## config.mk

```make
export PLATFORM = sky130hd
export DESIGN_NAME = prio_irq_ctrl
export DESIGN_NICKNAME = d
export VERILOG_FILES = /design/src/rtl/irqc_pkg.sv /design/src/rtl/irqc_first_set.sv /design/src/rtl/irqc_cfg_seq.sv /design/src/rtl/prio_irq_ctrl.sv
export SDC_FILE = /design/constraint.sdc
export NUM_CORES = 1
export LEC_CHECK = 0
export ABC_AREA = 1
export BUFFER_PORTS_ARGS = -buffer_cell sky130_fd_sc_hd__buf_2
export CAP_MARGIN = 20
export CORE_MARGIN = 10
export CORE_UTILIZATION = 50
export CTS_CLUSTER_DIAMETER = 120
export DETAILED_ROUTE_END_ITERATION = 10
export PLACE_DENSITY = 0.74
export SLEW_MARGIN = 10
export SYNTH_ARGS = -nofsm -noshare
export SYNTH_HDL_FRONTEND = slang
export SYNTH_HIERARCHICAL = 1
export SYNTH_SLANG_ARGS = --single-unit
```

## constraint.sdc

```tcl
create_clock -name clk -period 2.3 [get_ports clk]
set_input_delay 0.23 -clock clk [delete_from_list [all_inputs] [get_ports clk]]
set_output_delay 0.23 -clock clk [all_outputs]
set_load 0.005 [all_outputs]
```

## src/rtl/irqc_pkg.sv

```systemverilog
package irqc_pkg;

    typedef enum logic [1:0] {
        PH_RUN = 2'd0,
        PH_W2  = 2'd1,
        PH_W3  = 2'd2,
        PH_W4  = 2'd3
    } phase_t;

    localparam logic [7:0] CMD_SEL_REQ = 8'h0B;
    localparam logic [7:0] CMD_SEL_SVC = 8'h0A;
    localparam logic [7:0] CMD_EOI     = 8'h20;

    localparam int START_BIT  = 4;
    localparam int LEVEL_BIT  = 3;
    localparam int SINGLE_BIT = 1;
    localparam int NEED4_BIT  = 0;
    localparam int AUTO_BIT   = 1;
    localparam int MODE_W     = 5;

endpackage

```

## src/rtl/irqc_first_set.sv

```systemverilog
module irqc_first_set #(
    parameter int N = 8,
    localparam int IW = (N > 1) ? $clog2(N) : 1
) (
    input  logic [N-1:0]  vec_i,
    output logic [N-1:0]  upto_o,
    output logic [IW-1:0] idx_o
);

    logic [N-1:0] first;

    genvar g;
    generate
        for (g = 0; g < N; g++) begin : g_chain
            if (g == 0) begin : g_head
                assign upto_o[g] = vec_i[g];
                assign first[g]  = vec_i[g];
            end else begin : g_tail
                assign upto_o[g] = upto_o[g-1] | vec_i[g];
                assign first[g]  = vec_i[g] & ~upto_o[g-1];
            end
        end
    endgenerate

    always_comb begin
        idx_o = '0;
        for (int i = 0; i < N; i++) begin
            if (first[i]) idx_o = idx_o | IW'(i);
        end
    end

endmodule

```

## src/rtl/irqc_cfg_seq.sv

```systemverilog
module irqc_cfg_seq
    import irqc_pkg::*;
#(
    parameter int DW    = 8,
    parameter int IDX_W = 3,
    localparam int BASE_W = DW - IDX_W
) (
    input  logic              clk,
    input  logic              rst_n,
    input  logic              wr_en,
    input  logic              addr,
    input  logic [DW-1:0]     wdata,
    output logic              busy_o,
    output logic              restart_o,
    output logic              level_o,
    output logic              auto_eoi_o,
    output logic [BASE_W-1:0] base_o,
    output logic [DW-1:0]     casc_o,
    output logic [MODE_W-1:0] mode_o
);

    typedef struct packed {
        phase_t            ph;
        logic              level;
        logic              single;
        logic              need4;
        logic [BASE_W-1:0] base;
        logic [DW-1:0]     casc;
        logic [MODE_W-1:0] mode;
    } seq_t;

    seq_t seq_d, seq_q;
    logic restart;

    always_comb begin
        seq_d   = seq_q;
        restart = wr_en & ~addr & wdata[START_BIT];
        if (restart) begin
            seq_d.ph     = PH_W2;
            seq_d.level  = wdata[LEVEL_BIT];
            seq_d.single = wdata[SINGLE_BIT];
            seq_d.need4  = wdata[NEED4_BIT];
            seq_d.casc   = '0;
            seq_d.mode   = '0;
        end else if (wr_en && addr) begin
            case (seq_q.ph)
                PH_W2: begin
                    seq_d.base = wdata[DW-1:IDX_W];
                    if (!seq_q.single)     seq_d.ph = PH_W3;
                    else if (seq_q.need4)  seq_d.ph = PH_W4;
                    else                   seq_d.ph = PH_RUN;
                end
                PH_W3: begin
                    seq_d.casc = wdata;
                    seq_d.ph   = seq_q.need4 ? PH_W4 : PH_RUN;
                end
                PH_W4: begin
                    seq_d.mode = wdata[MODE_W-1:0];
                    seq_d.ph   = PH_RUN;
                end
                default: seq_d.ph = PH_RUN;
            endcase
        end
    end

    always_ff @(posedge clk or negedge rst_n) begin
        if (!rst_n) begin
            seq_q <= '{ph: PH_RUN, level: 1'b0, single: 1'b1, need4: 1'b0,
                       base: '0, casc: '0, mode: '0};
        end else begin
            seq_q <= seq_d;
        end
    end

    assign busy_o     = (seq_q.ph != PH_RUN);
    assign restart_o  = restart;
    assign level_o    = seq_q.level;
    assign auto_eoi_o = seq_q.mode[AUTO_BIT];
    assign base_o     = seq_q.base;
    assign casc_o     = seq_q.casc;
    assign mode_o     = seq_q.mode;

endmodule

```

## src/rtl/prio_irq_ctrl.sv

```systemverilog
module prio_irq_ctrl
    import irqc_pkg::*;
#(
    parameter int N_IN = 8,
    parameter int DW   = 8,
    localparam int IDX_W  = $clog2(N_IN),
    localparam int BASE_W = DW - IDX_W
) (
    input  logic              clk,
    input  logic              rst_n,
    input  logic              bus_wr,
    input  logic              bus_addr,
    input  logic [DW-1:0]     bus_wdata,
    output logic [DW-1:0]     bus_rdata,
    input  logic [N_IN-1:0]   irq_lines,
    output logic              irq_out,
    input  logic              ack,
    output logic [DW-1:0]     ack_vec,
    output logic [DW-1:0]     cascade_cfg,
    output logic [MODE_W-1:0] mode_cfg
);

    typedef struct packed {
        logic [N_IN-1:0] irr;
        logic [N_IN-1:0] imr;
        logic [N_IN-1:0] isr;
        logic [N_IN-1:0] prev;
        logic            sel_isr;
        logic [DW-1:0]   vec;
    } core_t;

    core_t st_d, st_q;

    logic              busy, restart, level, auto_eoi;
    logic [BASE_W-1:0] base;

    logic [N_IN-1:0]  isr_upto, cand, cand_upto;
    logic [IDX_W-1:0] isr_idx, win_idx;
    logic             win_any, grant, run_cmd, eoi_hit;

    // Signals exposed for the bound checker
    logic [N_IN-1:0] imr_w, isr_w;

    irqc_cfg_seq #(.DW(DW), .IDX_W(IDX_W)) u_seq (
        .clk        (clk),
        .rst_n      (rst_n),
        .wr_en      (bus_wr),
        .addr       (bus_addr),
        .wdata      (bus_wdata),
        .busy_o     (busy),
        .restart_o  (restart),
        .level_o    (level),
        .auto_eoi_o (auto_eoi),
        .base_o     (base),
        .casc_o     (cascade_cfg),
        .mode_o     (mode_cfg)
    );

    irqc_first_set #(.N(N_IN)) u_svc_pick (
        .vec_i  (st_q.isr),
        .upto_o (isr_upto),
        .idx_o  (isr_idx)
    );

    assign cand = st_q.irr & ~st_q.imr & ~isr_upto;

    irqc_first_set #(.N(N_IN)) u_win_pick (
        .vec_i  (cand),
        .upto_o (cand_upto),
        .idx_o  (win_idx)
    );

    assign win_any = cand_upto[N_IN-1];
    assign irq_out = win_any & ~busy;
    assign grant   = ack & irq_out;
    assign run_cmd = bus_wr & ~bus_addr & ~bus_wdata[START_BIT] & ~busy;
    assign eoi_hit = run_cmd & (bus_wdata == CMD_EOI);

    always_comb begin
        st_d      = st_q;
        st_d.prev = irq_lines;

        // request capture
        if (level) begin
            st_d.irr = irq_lines;
        end else begin
            if (grant) st_d.irr[win_idx] = 1'b0;
            st_d.irr = st_d.irr | (irq_lines & ~st_q.prev);
        end

        // in-service update: end-of-interrupt first, then acknowledge
        if (eoi_hit && isr_upto[N_IN-1]) st_d.isr[isr_idx] = 1'b0;
        if (grant && !auto_eoi)          st_d.isr[win_idx] = 1'b1;

        // mask and read-back selection
        if (bus_wr && bus_addr && !busy) st_d.imr = bus_wdata[N_IN-1:0];
        if (run_cmd && bus_wdata == CMD_SEL_REQ) st_d.sel_isr = 1'b0;
        if (run_cmd && bus_wdata == CMD_SEL_SVC) st_d.sel_isr = 1'b1;

        // vector
        if (ack) st_d.vec = grant ? {base, win_idx} : {base, {IDX_W{1'b1}}};

        if (restart) begin
            st_d.irr     = '0;
            st_d.imr     = '0;
            st_d.isr     = '0;
            st_d.sel_isr = 1'b0;
        end
    end

    always_ff @(posedge clk or negedge rst_n) begin
        if (!rst_n) begin
            st_q <= '0;
        end else begin
            st_q <= st_d;
        end
    end

    always_comb begin
        if (bus_addr)         bus_rdata = DW'(st_q.imr);
        else if (st_q.sel_isr) bus_rdata = DW'(st_q.isr);
        else                   bus_rdata = DW'(st_q.irr);
    end

    assign ack_vec = st_q.vec;
    assign imr_w   = st_q.imr;
    assign isr_w   = st_q.isr;

endmodule

```

==> results.md <==
- H-tree Lvls: 3
- Clock transition at path regs: about 0.08 ns
- Area of the multi-input gates: 1643 um^2
- Tot GR Track Use: 0.1667
- Post-Route WL: about 10 mm
- Skew-Pair Late Insertion Delay: between 0.3 and 0.4 ns
- First-pass GRT wire length: ~15 mm
- Row Count: 30
- CTS buffer count: 9
- Mapped Cells: between 400 and 500
- Final-report max-slew violation count: 0
- Slowest-stage cell, CP: dfrtp_1
- Worst-path fanout max: 6
- Initial antenna violation count: 0
- Initial core utilization: 0.5254
- Fmax: 430.9 MHz
- Min cycle time layout: roughly 2.3 ns
- GRT overflow: 0
- CP Launch Type: flop
- Crit-path max cell delay: around 0.42 ns
- Hold Path Class: primary input to flop
- Height of the die: between 100 and 150 um
- Setup CP Type: flop to output port
- Mean Syn Cell Area: between 7 and 8 um^2
- Initial DRC Count: 324
- Power Total: between 0.005 and 0.006 W
- Total number of vias: 3364
- Number of global-route vias before repair: between 3000 and 4000
- Setup violators final: 1
- Clk buf depth: 2
- Routability cong.: ~0.95
- Worst setup margin: -0.02086 ns
- Nets: 555
- Core area: slightly below 7000 um^2
- Worst EP required: 2.07 ns
- Crit path DAT: 2.09 ns
- Layout cells sized above 1: 0.2935
- Die Area: approximately 11000 um^2
- Peak VDD IR: roughly 0.0005 V
- Fillers: 590
- DRT antenna net count: 0
- Yosys warns: 6
- Clk root buf: clkbuf_8
- DPL Wire Length: roughly 6.8 mm
- Max-cap check violation count: 0
- CTS tree: built
- R2r setup slk: ~0.01 ns
- Failing checks: negative setup slack
- Final hold vios: 0
- IO Port Bufs: 50
- Clock sink count: 64
- Crit share post-route: 1.009
- Register area: approximately 1600 um^2
- # DRC: 0
- DRT Pass-1 Iters: 5
- Pwr/cell area: between 1000 and 1500 nW/um^2
- Area Growth Syn to Fin: 22.38%
- Unrepaired setup endpoints after global routing: yes
- Clk_skew: around 0.0055 ns
- Net Count, Synth: between 400 and 500
- Max-slew headroom: 0.5972
- Placement Setup Slack: -0.03517 ns
- IO Pins: ~50
- Synth Cell Area: around 3600 um^2
- Crit. End Element: output port
- Pleak: approximately 2.2 nW
- ANT cells: 0
- Outcome: finished, violations left
- WL/cell: about 15 um
- Die Wd: roughly 110 um
- Pin count of the biggest net entering global routing: 39
- Worst path cell trace: inv_2, nand2_4, nor2_8, nand2_4, or2_4, nor3_4, or2_4, inv_2, nor2_4, buf_2
- Slew @ Worst Pin: approximately 0.60 ns
- Vias per cell: between 5 and 6
## timing repair
action | in CTS | in global routing
buffers inserted | 3 | 18
gates resized for setup | 6 | 28
cloned | 0 | 1
endpoints found under the setup margin | 12 | 19
endpoints found under the hold margin | 34 | 0
pin swaps | 4 | 23
hold buffers | 9 | 0
## where the power goes
part	total (W)	switching [W]	internal, W
clock	0.00111	0.000484	0.000622
combinational	0.00271	0.00155	0.00116
sequential	0.00150	0.000159	0.00135
## registers in the layout, indices dropped and copies added (netlist names)
register / count
st_q: 17
isr_w: 8
imr_w: 8
u_seq/base_o: 5
u_seq/level_o: 1
u_seq/mode_o: 5
ack_vec: 8
u_seq/casc_o: 8
u_seq/seq_q: 4
## cells in the final DEF, fill, tap and decap left out, types with 4 or more instances in the layout
| cell | count |
|---|---|
| a21oi_1 | 16 |
| clkinvlp_4 | 4 |
| inv_1 | 39 |
| nand2_1 | 119 |
| nand2_2 | 4 |
| buf_2 | 50 |
| buf_4 | 26 |
| o21ai_0 | 24 |
| nor2_4 | 4 |
| clkbuf_8 | 9 |
| ha_1 | 4 |
| nand3_1 | 43 |
| nand3_2 | 6 |
| o211ai_1 | 7 |
| nand4_1 | 10 |
| o21ai_1 | 8 |
| nor3_1 | 13 |
| nor2_1 | 16 |
| dfrtp_1 | 63 |
| dlygate4sd3_1 | 9 |
| nand2_4 | 6 |
| inv_2 | 19 |
## per-stage QoR
step	hold WS [ns]	setup TNS (ns)	instance area (um^2)	std cells	util
after floorplan	-0.06559	0	3628	467	-
after global placement	0.2687	0	3812	584	0.5520
after detailed placement	0.2815	-0.05054	3812	584	0.5520
after CTS	0.1224	0	4180	612	0.6053
after global routing	0.1330	-0.8016	4441	631	0.6429
final	0.1364	-0.02086	4441	631	0.6429
## path summary, 6_finish.rpt
check                                        from                           to  depth (start not counted)
min reg2reg                ack_vec[7]$_DFFE_PN0P_       ack_vec[7]$_DFFE_PN0P_                          2
max in group asynchronous                   rst_n  u_seq/seq_q[19]$_DFFE_PN1P_                          3
min in group asynchronous                   rst_n  u_seq/casc_o[0]$_DFFE_PN0P_                          2
max reg2reg                    isr_w[3]$_DFF_PN0_           isr_w[0]$_DFF_PN0_                         12
min                                  bus_wdata[5]  u_seq/casc_o[5]$_DFFE_PN0P_                          3
max                            isr_w[3]$_DFF_PN0_                      irq_out                         10
## final cells by class
type                    count  share of cell area
repair buffers             90              0.1372
well taps                  96             0.02705
inverters                  60             0.05241
repair inverters            1            0.001127
clock buffers               9             0.02790
flip-flops and latches     64              0.3609
clock inverters             7             0.02339
multi-input cells         304              0.3700
## worst max-delay path, delay by kind of cell, from the launching register on
kind | cells | cell delay [ns]
buffers and inverters | 3 | 0.27
flip-flops | 1 | 0.42
AND/OR/NAND/NOR | 7 | 1.06
## routing by layer
metal  vias up  global-route usage  routed length [um]
met5         -                   0                   0
met2       143              0.2511                4514
met3        28             0.03501                 699
li1       1619                   -                   -
met4         0             0.07941                 309
met1      1574              0.2221                4228
No activity file was read; power rests on OpenSTA's default activity.
